--- config.mk ---
export PLATFORM = sky130hd
export DESIGN_NAME = vid_fetch_seq
export DESIGN_NICKNAME = d
export VERILOG_FILES = /design/src/rtl/vf_pkg.sv /design/src/rtl/vf_phase_ctr.sv /design/src/rtl/vf_slow_dec.sv /design/src/rtl/vf_rfsh_tap.sv /design/src/rtl/vf_burst.sv /design/src/rtl/vid_fetch_seq.sv
export SDC_FILE = /design/constraint.sdc
export NUM_CORES = 1
export LEC_CHECK = 0
export CAP_MARGIN = 20
export CORE_MARGIN = 5
export CORE_UTILIZATION = 45
export CTS_CLUSTER_SIZE = 25
export DETAILED_ROUTE_END_ITERATION = 10
export PLACE_DENSITY_LB_ADDON = 0.05
export SLEW_MARGIN = 20
export SYNTH_ARGS = -nofsm -noshare
export SYNTH_HDL_FRONTEND = slang
export SYNTH_SLANG_ARGS = --single-unit
--- constraint.sdc ---
create_clock -name clk -period 3.1 [get_ports clk]
set_clock_uncertainty 0.1 [all_clocks]
set_input_delay 0.31 -clock clk [delete_from_list [all_inputs] [get_ports clk]]
set_output_delay 0.31 -clock clk [all_outputs]
set_load 0.01 [all_outputs]
--- src/rtl/vf_pkg.sv ---
package vf_pkg;
   localparam int PH_W = 3;
   typedef logic [PH_W-1:0] phase_t;

   localparam phase_t PH_ADDR_CAP = 3'd1;
   localparam phase_t PH_B1_PIX   = 3'd2;
   localparam phase_t PH_B1_ATT   = 3'd3;
   localparam phase_t PH_B2_PIX   = 3'd4;
   localparam phase_t PH_B2_ATT   = 3'd5;

   localparam logic [1:0] MODE_OFF  = 2'b00;
   localparam logic [1:0] MODE_BASE = 2'b01;
endpackage

--- src/rtl/vf_phase_ctr.sv ---
module vf_phase_ctr
   import vf_pkg::*;
(
   input  logic   clk,
   input  logic   rst_n,
   output phase_t phase
);
   always_ff @(posedge clk or negedge rst_n) begin
      if (!rst_n) phase <= '0;
      else        phase <= phase + 1'b1;
   end
endmodule

--- src/rtl/vf_slow_dec.sv ---
module vf_slow_dec
   import vf_pkg::*;
#(
   parameter int REG_W     = 8,
   parameter int PAGE_W    = 3,
   parameter bit HAS_BANKS = 1'b1
) (
   input  logic [REG_W-1:0]  i_reg,
   input  logic [PAGE_W-1:0] bank_page,
   input  logic [1:0]        slow_mode,
   output logic              slow
);
   localparam int TOP_SHIFT = REG_W - 2;

   logic [1:0] win;
   logic       low_slow;
   logic       high_slow;

   assign win      = 2'(i_reg >> TOP_SHIFT);
   assign low_slow = (slow_mode != MODE_OFF) && (win == 2'b01);

   generate
      if (HAS_BANKS) begin : g_banked
         logic odd_page;
         assign odd_page  = (bank_page & PAGE_W'(1)) != '0;
         assign high_slow = slow_mode[1] && (win == 2'b11) && odd_page;
      end else begin : g_flat
         assign high_slow = (bank_page != bank_page) && slow_mode[1];
      end
   endgenerate

   assign slow = low_slow || high_slow;
endmodule

--- src/rtl/vf_rfsh_tap.sv ---
module vf_rfsh_tap #(
   parameter int REG_W = 8
) (
   input  logic             clk,
   input  logic             rst_n,
   input  logic             mreq_n,
   input  logic             rfsh_n,
   input  logic             slow,
   input  logic [REG_W-1:0] r_reg,
   output logic             hit,
   output logic [REG_W-1:0] r_snap
);
   logic strobe;
   assign strobe = !mreq_n && !rfsh_n;

   always_ff @(posedge clk or negedge rst_n) begin
      if (!rst_n) begin
         hit    <= 1'b0;
         r_snap <= '0;
      end else begin
         hit <= strobe && slow;
         if (strobe) r_snap <= r_reg;
      end
   end
endmodule

--- src/rtl/vf_burst.sv ---
module vf_burst
   import vf_pkg::*;
#(
   parameter int ROW_W  = 7,
   parameter int COL_W  = 7,
   parameter int DATA_W = 8,
   parameter int REG_W  = 8,
   localparam int ADDR_W = ROW_W + COL_W
) (
   input  logic              clk,
   input  logic              rst_n,
   input  phase_t            phase,
   input  logic [ADDR_W-1:0] pix_addr,
   input  logic [ADDR_W-1:0] attr_addr,
   input  logic              hit,
   input  logic [REG_W-1:0]  r_snap,
   input  logic [DATA_W-1:0] dram_data,
   output logic [ROW_W-1:0]  dram_row,
   output logic [COL_W-1:0]  dram_col,
   output logic              ras_n,
   output logic              cas_n,
   output logic [DATA_W-1:0] pix1,
   output logic [DATA_W-1:0] attr1,
   output logic [DATA_W-1:0] pix2,
   output logic [DATA_W-1:0] attr2
);
   logic [ADDR_W-1:0] pix_q, att_q, pix_n, att_n;
   logic [ROW_W-1:0]  row1_q;
   logic [DATA_W-1:0] pix1_s, att1_s, pix2_s;
   logic              dup_q;
   logic              snow_now, dup_now;

   assign pix_n    = pix_q + 1'b1;
   assign att_n    = att_q + 1'b1;
   assign snow_now = hit && (phase == PH_B1_PIX);
   assign dup_now  = hit && (phase == PH_B2_PIX);

   always_comb begin
      ras_n    = 1'b1;
      cas_n    = 1'b1;
      dram_row = pix_q[ROW_W-1:0];
      dram_col = '0;
      case (phase)
         PH_B1_PIX: begin
            ras_n    = 1'b0;
            cas_n    = 1'b0;
            dram_row = snow_now ? ROW_W'(r_snap) : pix_q[ROW_W-1:0];
            dram_col = pix_q[ADDR_W-1:ROW_W];
         end
         PH_B1_ATT: begin
            ras_n    = 1'b0;
            cas_n    = 1'b0;
            dram_row = row1_q;
            dram_col = att_q[ADDR_W-1:ROW_W];
         end
         PH_B2_PIX: begin
            ras_n = 1'b0;
            if (dup_now) begin
               dram_row = row1_q;
            end else begin
               cas_n    = 1'b0;
               dram_row = pix_n[ROW_W-1:0];
               dram_col = pix_n[ADDR_W-1:ROW_W];
            end
         end
         PH_B2_ATT: begin
            ras_n = 1'b0;
            if (dup_q) begin
               dram_row = row1_q;
            end else begin
               cas_n    = 1'b0;
               dram_row = pix_n[ROW_W-1:0];
               dram_col = att_n[ADDR_W-1:ROW_W];
            end
         end
         default: ;
      endcase
   end

   always_ff @(posedge clk or negedge rst_n) begin
      if (!rst_n) begin
         pix_q  <= '0;
         att_q  <= '0;
         row1_q <= '0;
         pix1_s <= '0;
         att1_s <= '0;
         pix2_s <= '0;
         dup_q  <= 1'b0;
         pix1   <= '0;
         attr1  <= '0;
         pix2   <= '0;
         attr2  <= '0;
      end else begin
         case (phase)
            PH_ADDR_CAP: begin
               pix_q <= pix_addr;
               att_q <= attr_addr;
            end
            PH_B1_PIX: begin
               pix1_s <= dram_data;
               row1_q <= dram_row;
            end
            PH_B1_ATT: att1_s <= dram_data;
            PH_B2_PIX: begin
               dup_q  <= dup_now;
               pix2_s <= dup_now ? pix1_s : dram_data;
            end
            PH_B2_ATT: begin
               pix1  <= pix1_s;
               attr1 <= att1_s;
               pix2  <= pix2_s;
               attr2 <= dup_q ? att1_s : dram_data;
            end
            default: ;
         endcase
      end
   end
endmodule

--- src/rtl/vid_fetch_seq.sv ---
module vid_fetch_seq
   import vf_pkg::*;
#(
   parameter int ROW_W     = 7,
   parameter int COL_W     = 7,
   parameter int DATA_W    = 8,
   parameter int REG_W     = 8,
   parameter int PAGE_W    = 3,
   parameter bit HAS_BANKS = 1'b1
) (
   input  logic                   clk,
   input  logic                   rst_n,
   input  logic [ROW_W+COL_W-1:0] pix_addr,
   input  logic [ROW_W+COL_W-1:0] attr_addr,
   input  logic                   mreq_n,
   input  logic                   rfsh_n,
   input  logic [REG_W-1:0]       r_reg,
   input  logic [REG_W-1:0]       i_reg,
   input  logic [PAGE_W-1:0]      bank_page,
   input  logic [1:0]             slow_mode,
   input  logic [DATA_W-1:0]      dram_data,
   output logic [ROW_W-1:0]       dram_row,
   output logic [COL_W-1:0]       dram_col,
   output logic                   ras_n,
   output logic                   cas_n,
   output logic [DATA_W-1:0]      pix1,
   output logic [DATA_W-1:0]      attr1,
   output logic [DATA_W-1:0]      pix2,
   output logic [DATA_W-1:0]      attr2
);
   initial begin
      assert (REG_W > ROW_W) else $error("refresh register narrower than row");
      assert (REG_W >= 2)    else $error("I register needs two top bits");
      assert (PAGE_W >= 1)   else $error("page width must be positive");
      assert (DATA_W >= 1)   else $error("data width must be positive");
   end

   phase_t             phase;
   logic               slow;
   logic               hit;
   logic [REG_W-1:0]   r_snap;

   vf_phase_ctr i_phase (
      .clk   (clk),
      .rst_n (rst_n),
      .phase (phase)
   );

   vf_slow_dec #(.REG_W(REG_W), .PAGE_W(PAGE_W), .HAS_BANKS(HAS_BANKS)) i_slow (
      .i_reg     (i_reg),
      .bank_page (bank_page),
      .slow_mode (slow_mode),
      .slow      (slow)
   );

   vf_rfsh_tap #(.REG_W(REG_W)) i_tap (
      .clk    (clk),
      .rst_n  (rst_n),
      .mreq_n (mreq_n),
      .rfsh_n (rfsh_n),
      .slow   (slow),
      .r_reg  (r_reg),
      .hit    (hit),
      .r_snap (r_snap)
   );

   vf_burst #(.ROW_W(ROW_W), .COL_W(COL_W), .DATA_W(DATA_W), .REG_W(REG_W)) i_burst (
      .clk       (clk),
      .rst_n     (rst_n),
      .phase     (phase),
      .pix_addr  (pix_addr),
      .attr_addr (attr_addr),
      .hit       (hit),
      .r_snap    (r_snap),
      .dram_data (dram_data),
      .dram_row  (dram_row),
      .dram_col  (dram_col),
      .ras_n     (ras_n),
      .cas_n     (cas_n),
      .pix1      (pix1),
      .attr1     (attr1),
      .pix2      (pix2),
      .attr2     (attr2)
   );
endmodule

==> qor.tcl <==
set qor(synth.ff_latch_count) 103
set qor(max_slew_margin_pct) 60.8
set qor(period_minus_slack_ns) 3.05
set qor(status) {finished clean}
set qor(number_of_vias_per_cell_after_detailed_routing) 5.45
set qor(totalNegativeSetupSlack_ns) 0
set qor(die_height_um) 115
set qor(wirelength_mm) 11.6
set qor(drtPass1Iterations) 4
set qor(gr-usage-met3_pct) 2.89
set qor(setup_viol_count_final) 0
set qor(yosys_most_used_dff) {sky130_fd_sc_hd__dfrtp_1}
set qor(cts.reportedPaths.clkPinSlew_ns) 0.10
set qor(globalRouteMet1Util_pct) 23.9
set qor(design_area_mm2) 0.00640
set qor(power.net_switching_mw) 0.657
set qor(grt_first_pass_wirelength_mm) 19.5
set qor(placedCellCount) 676
set qor(timing_max_transition_violations_final) 0
set qor(placed_area_mm2) 0.00609
set qor(crit_arrival_ns) 2.64
set qor(final_antenna_diode_count) 0
set qor(synth_cell_types) 48
set qor(postLayoutCoreUtil_pct) 59.3
set qor(launch_point_of_the_critical_path) {i_phase.phase[1]$_DFF_PN0_}
set qor(dpl.hpwl_mm) 8.48
set qor(clock_path_buffers) 2
set qor(fp-row-count) 38
set qor(core_region_area_mm2) 0.0108
set qor(portbufs) 99
set qor(grt.met2_usage_pct) 32.4
set qor(insertion_delay_ns) 0.37
set qor(area_delta_synth_final_pct) 29.5
set qor(p_int_mw) 2.03
set qor(global_routing_s_busiest_layer) {met2}
set qor(timing.setup.critical_path_class) {reg2out}
set qor(min-delay-path-class) {in2async}
set qor(synth_nets) 516
set qor(drc) 0
set qor(dp_slack_ns) 0.0840
set qor(h-tree-depth) 3
set qor(first_global_vias) 3861
set qor(die-area_mm2) 0.0132
set qor(cts.root.buffer_cell) {sky130_fd_sc_hd__clkbuf_8}
set qor(initial_core_util_pct) 45.8
set qor(final_layout_size_suffix_gt1_share_pct) 15.5
set qor(max_freq_mhz) 328
set qor(synth_sequential_area_ratio_pct) 52.1
set qor(detail_route.wl_per_cell_um) 16.7
set qor(grt-ovfl-total) 0
set qor(critical-path-top-delay-family) {compound AO/OA/AOI/OAI gates}
set qor(cp_num_buf_inv) 2
set qor(grt_start_max_net_pins) 65
set qor(path_common_cell) {sky130_fd_sc_hd__a22o_1}
set qor(worst_hold_slack_ns) 0.352
set qor(global_route.usage.total_pct) 18.7
set qor(routed-via-count) 3791
set qor(finalWorstSetupSlack_ns) 0.0534
set qor(syn-cell-area_mm2) 0.00494
set qor(cp-end-kind) {primary output}
set qor(boundaryPins) 109
set qor(antenna_found_initial) 0
set qor(share_comb_of_total_power_pct) 11.3
set qor(worst_path_max_delay_cell) {sky130_fd_sc_hd__clkdlybuf4s50_1}
set qor(timing.final.hold_violations) 0
set qor(tritoncts.num_buffers) 9
set qor(fin_crit_sh_pct) 98.3
set qor(final_weighted_congestion_of_routability_driven_global_placement) 0.846
set qor(critical_path_peak_fanout) 7
set qor(post-layout-total-power_mw) 2.69
set qor(synth_edf_count) 0
set qor(synthesized_netlist_cell_count) 449
set qor(die_width_um) 115
set qor(pwr-share-seq_pct) 55.3
set qor(timing.max_cap.violations) 0
set qor(avgSynthCellArea_um2) 11.0
set qor(p_leak_nw) 2.69
set qor(power_frac_clock_pct) 33.5
set qor(critical-path-max-stage-delay_ns) 0.48
set qor(power.switching_fraction_pct) 24.4
set qor(p_per_area_mw_per_mm2) 420
set qor(fin_cells) 696
set qor(tritoncts) {built}
set qor(vdd_drop_max_mv) 0.226
set qor(cts_num_sinks) 103
set qor(crit_chain) {inv_2, ha_1, a22o_1, a21o_2, a32oi_1, o31ai_1, a22o_1, clkdlybuf4s50_1}
set qor(ys.warnings.count) 0
set qor(max_slew.worst_pin.slew_ns) 0.585
set qor(postSynth.asyncResetShare_pct) 100
set qor(regToRegSetupSlack_ns) 0.88
set qor(fin_nets) 618
set qor(setup_repair_after_global_routing_missed_its_margin) {yes}
set qor(setup.worst_path.start_class) {register}
set qor(reg2reg_from) {i_phase.phase[1]$_DFF_PN0_}
set qor(drtAntennaViolNets) 0
set qor(timing.critical_path.required_ns) 2.69
set qor(drtIter0Drc) 175
-- routing by layer --
layer / part of all wire (%) / wire, um
met4: 1.5 / 176
met2: 51 / 5960
met1: 42 / 4860
met5: 0 / 0
met3: 5.2 / 608
-- flip-flops by register name, indices dropped and copies added, names as in the netlist, 8 cells and up --
register,flops
i_burst.attr1,8
i_burst.pix2,8
i_burst.att_q,14
i_burst.attr2,8
i_burst.att1_s,8
i_burst.pix1_s,8
i_burst.pix_q,14
i_burst.pix1,8
i_burst.pix2_s,8
-- cell type report --
cell class / instances / area (um2)
clock buffers: 11 / 151
clock inverters: 5 / 62.6
fillers: 955 / 4390
inverters: 10 / 38.8
multi-input cells: 313 / 2270
flip-flops and latches: 103 / 2580
well taps: 140 / 175
repair buffers: 114 / 1130
-- cell families after synthesis --
group	synth area share, %
AND/OR/NAND/NOR	11.6
adder cells (fa/ha/maj)	1.52
buffers and inverters	3.11
XOR/XNOR	0.886
flip-flops	52.1
AO/OA/AOI/OAI	10.5
multiplexers	20.2
-- power by group through the flow --
stage,registers (mW),clock network (mW),logic [mW]
after floorplan,1.50,0,0.116
after global placement,1.51,0,0.301
after detailed placement,1.51,0,0.308
after CTS,1.49,0.922,0.310
after global routing,1.50,0.980,0.336
final,1.49,0.899,0.302
-- Yosys cell counts (4+ instances only) --
library cell | count | area (um2)
sky130_fd_sc_hd__dfrtp_1 | 103 | 2580
sky130_fd_sc_hd__nand2_1 | 60 | 225
sky130_fd_sc_hd__mux2_2 | 37 | 417
sky130_fd_sc_hd__mux2_1 | 32 | 360
sky130_fd_sc_hd__a21oi_1 | 24 | 120
sky130_fd_sc_hd__mux2i_1 | 22 | 220
sky130_fd_sc_hd__nor2_1 | 18 | 67.6
sky130_fd_sc_hd__o21ai_1 | 17 | 85.1
sky130_fd_sc_hd__o21ai_0 | 16 | 80.1
sky130_fd_sc_hd__buf_2 | 15 | 75.1
sky130_fd_sc_hd__nand3_1 | 14 | 70.1
sky130_fd_sc_hd__nor3_1 | 9 | 45.0
sky130_fd_sc_hd__inv_1 | 8 | 30.0
sky130_fd_sc_hd__a31oi_1 | 6 | 37.5
sky130_fd_sc_hd__clkbuf_1 | 6 | 22.5
sky130_fd_sc_hd__ha_1 | 6 | 75.1
sky130_fd_sc_hd__nor2b_1 | 6 | 37.5
sky130_fd_sc_hd__nand4_1 | 4 | 25.0
sky130_fd_sc_hd__xor2_1 | 4 | 35.0
-- cells in the final DEF (no fill, tap or decap), types with 3 or more instances in the layout --
master and count:
sky130_fd_sc_hd__mux2_1 32, sky130_fd_sc_hd__inv_1 7, sky130_fd_sc_hd__o31ai_1 3, sky130_fd_sc_hd__dlymetal6s2s_1 5, sky130_fd_sc_hd__mux2i_1 22, sky130_fd_sc_hd__ha_1 6
sky130_fd_sc_hd__clkdlybuf4s50_1 93, sky130_fd_sc_hd__a21oi_1 24, sky130_fd_sc_hd__buf_4 14, sky130_fd_sc_hd__o21ai_1 17, sky130_fd_sc_hd__nand2b_1 3, sky130_fd_sc_hd__mux2_2 37
sky130_fd_sc_hd__dfrtp_1 102, sky130_fd_sc_hd__nand3_1 14, sky130_fd_sc_hd__a31oi_1 6, sky130_fd_sc_hd__nor2_1 18, sky130_fd_sc_hd__o32ai_1 3, sky130_fd_sc_hd__o21ai_0 15
sky130_fd_sc_hd__nor3_1 7, sky130_fd_sc_hd__clkbuf_8 11, sky130_fd_sc_hd__nand2_2 3, sky130_fd_sc_hd__nor2b_1 3, sky130_fd_sc_hd__nand4_1 4, sky130_fd_sc_hd__nand2_1 56
sky130_fd_sc_hd__xor2_1 4
-- repair_timing --
item,4_1_cts,5_1_grt
hold buffers,1,0
endpoints found under the hold margin,39,0
setup endpoints to repair,13,14
resized for setup,8,15
setup buffers,0,3
-- path summary, 6_finish.rpt --
path / endpoint / cells after the start
min: i_burst.pix1[3]$_DFFE_PN0P_ / 2
max: dram_row[6] / 8
max reg2reg: i_burst.row1_q[4]$_DFFE_PN0N_ / 7
max in group asynchronous: i_phase.phase[2]$_DFF_PN0_ / 3
min in group clk: i_tap.hit$_DFF_PN0_ / 3
min reg2reg: i_burst.attr2[4]$_DFFE_PN0P_ / 2
Power figures use the tool's default switching activity.
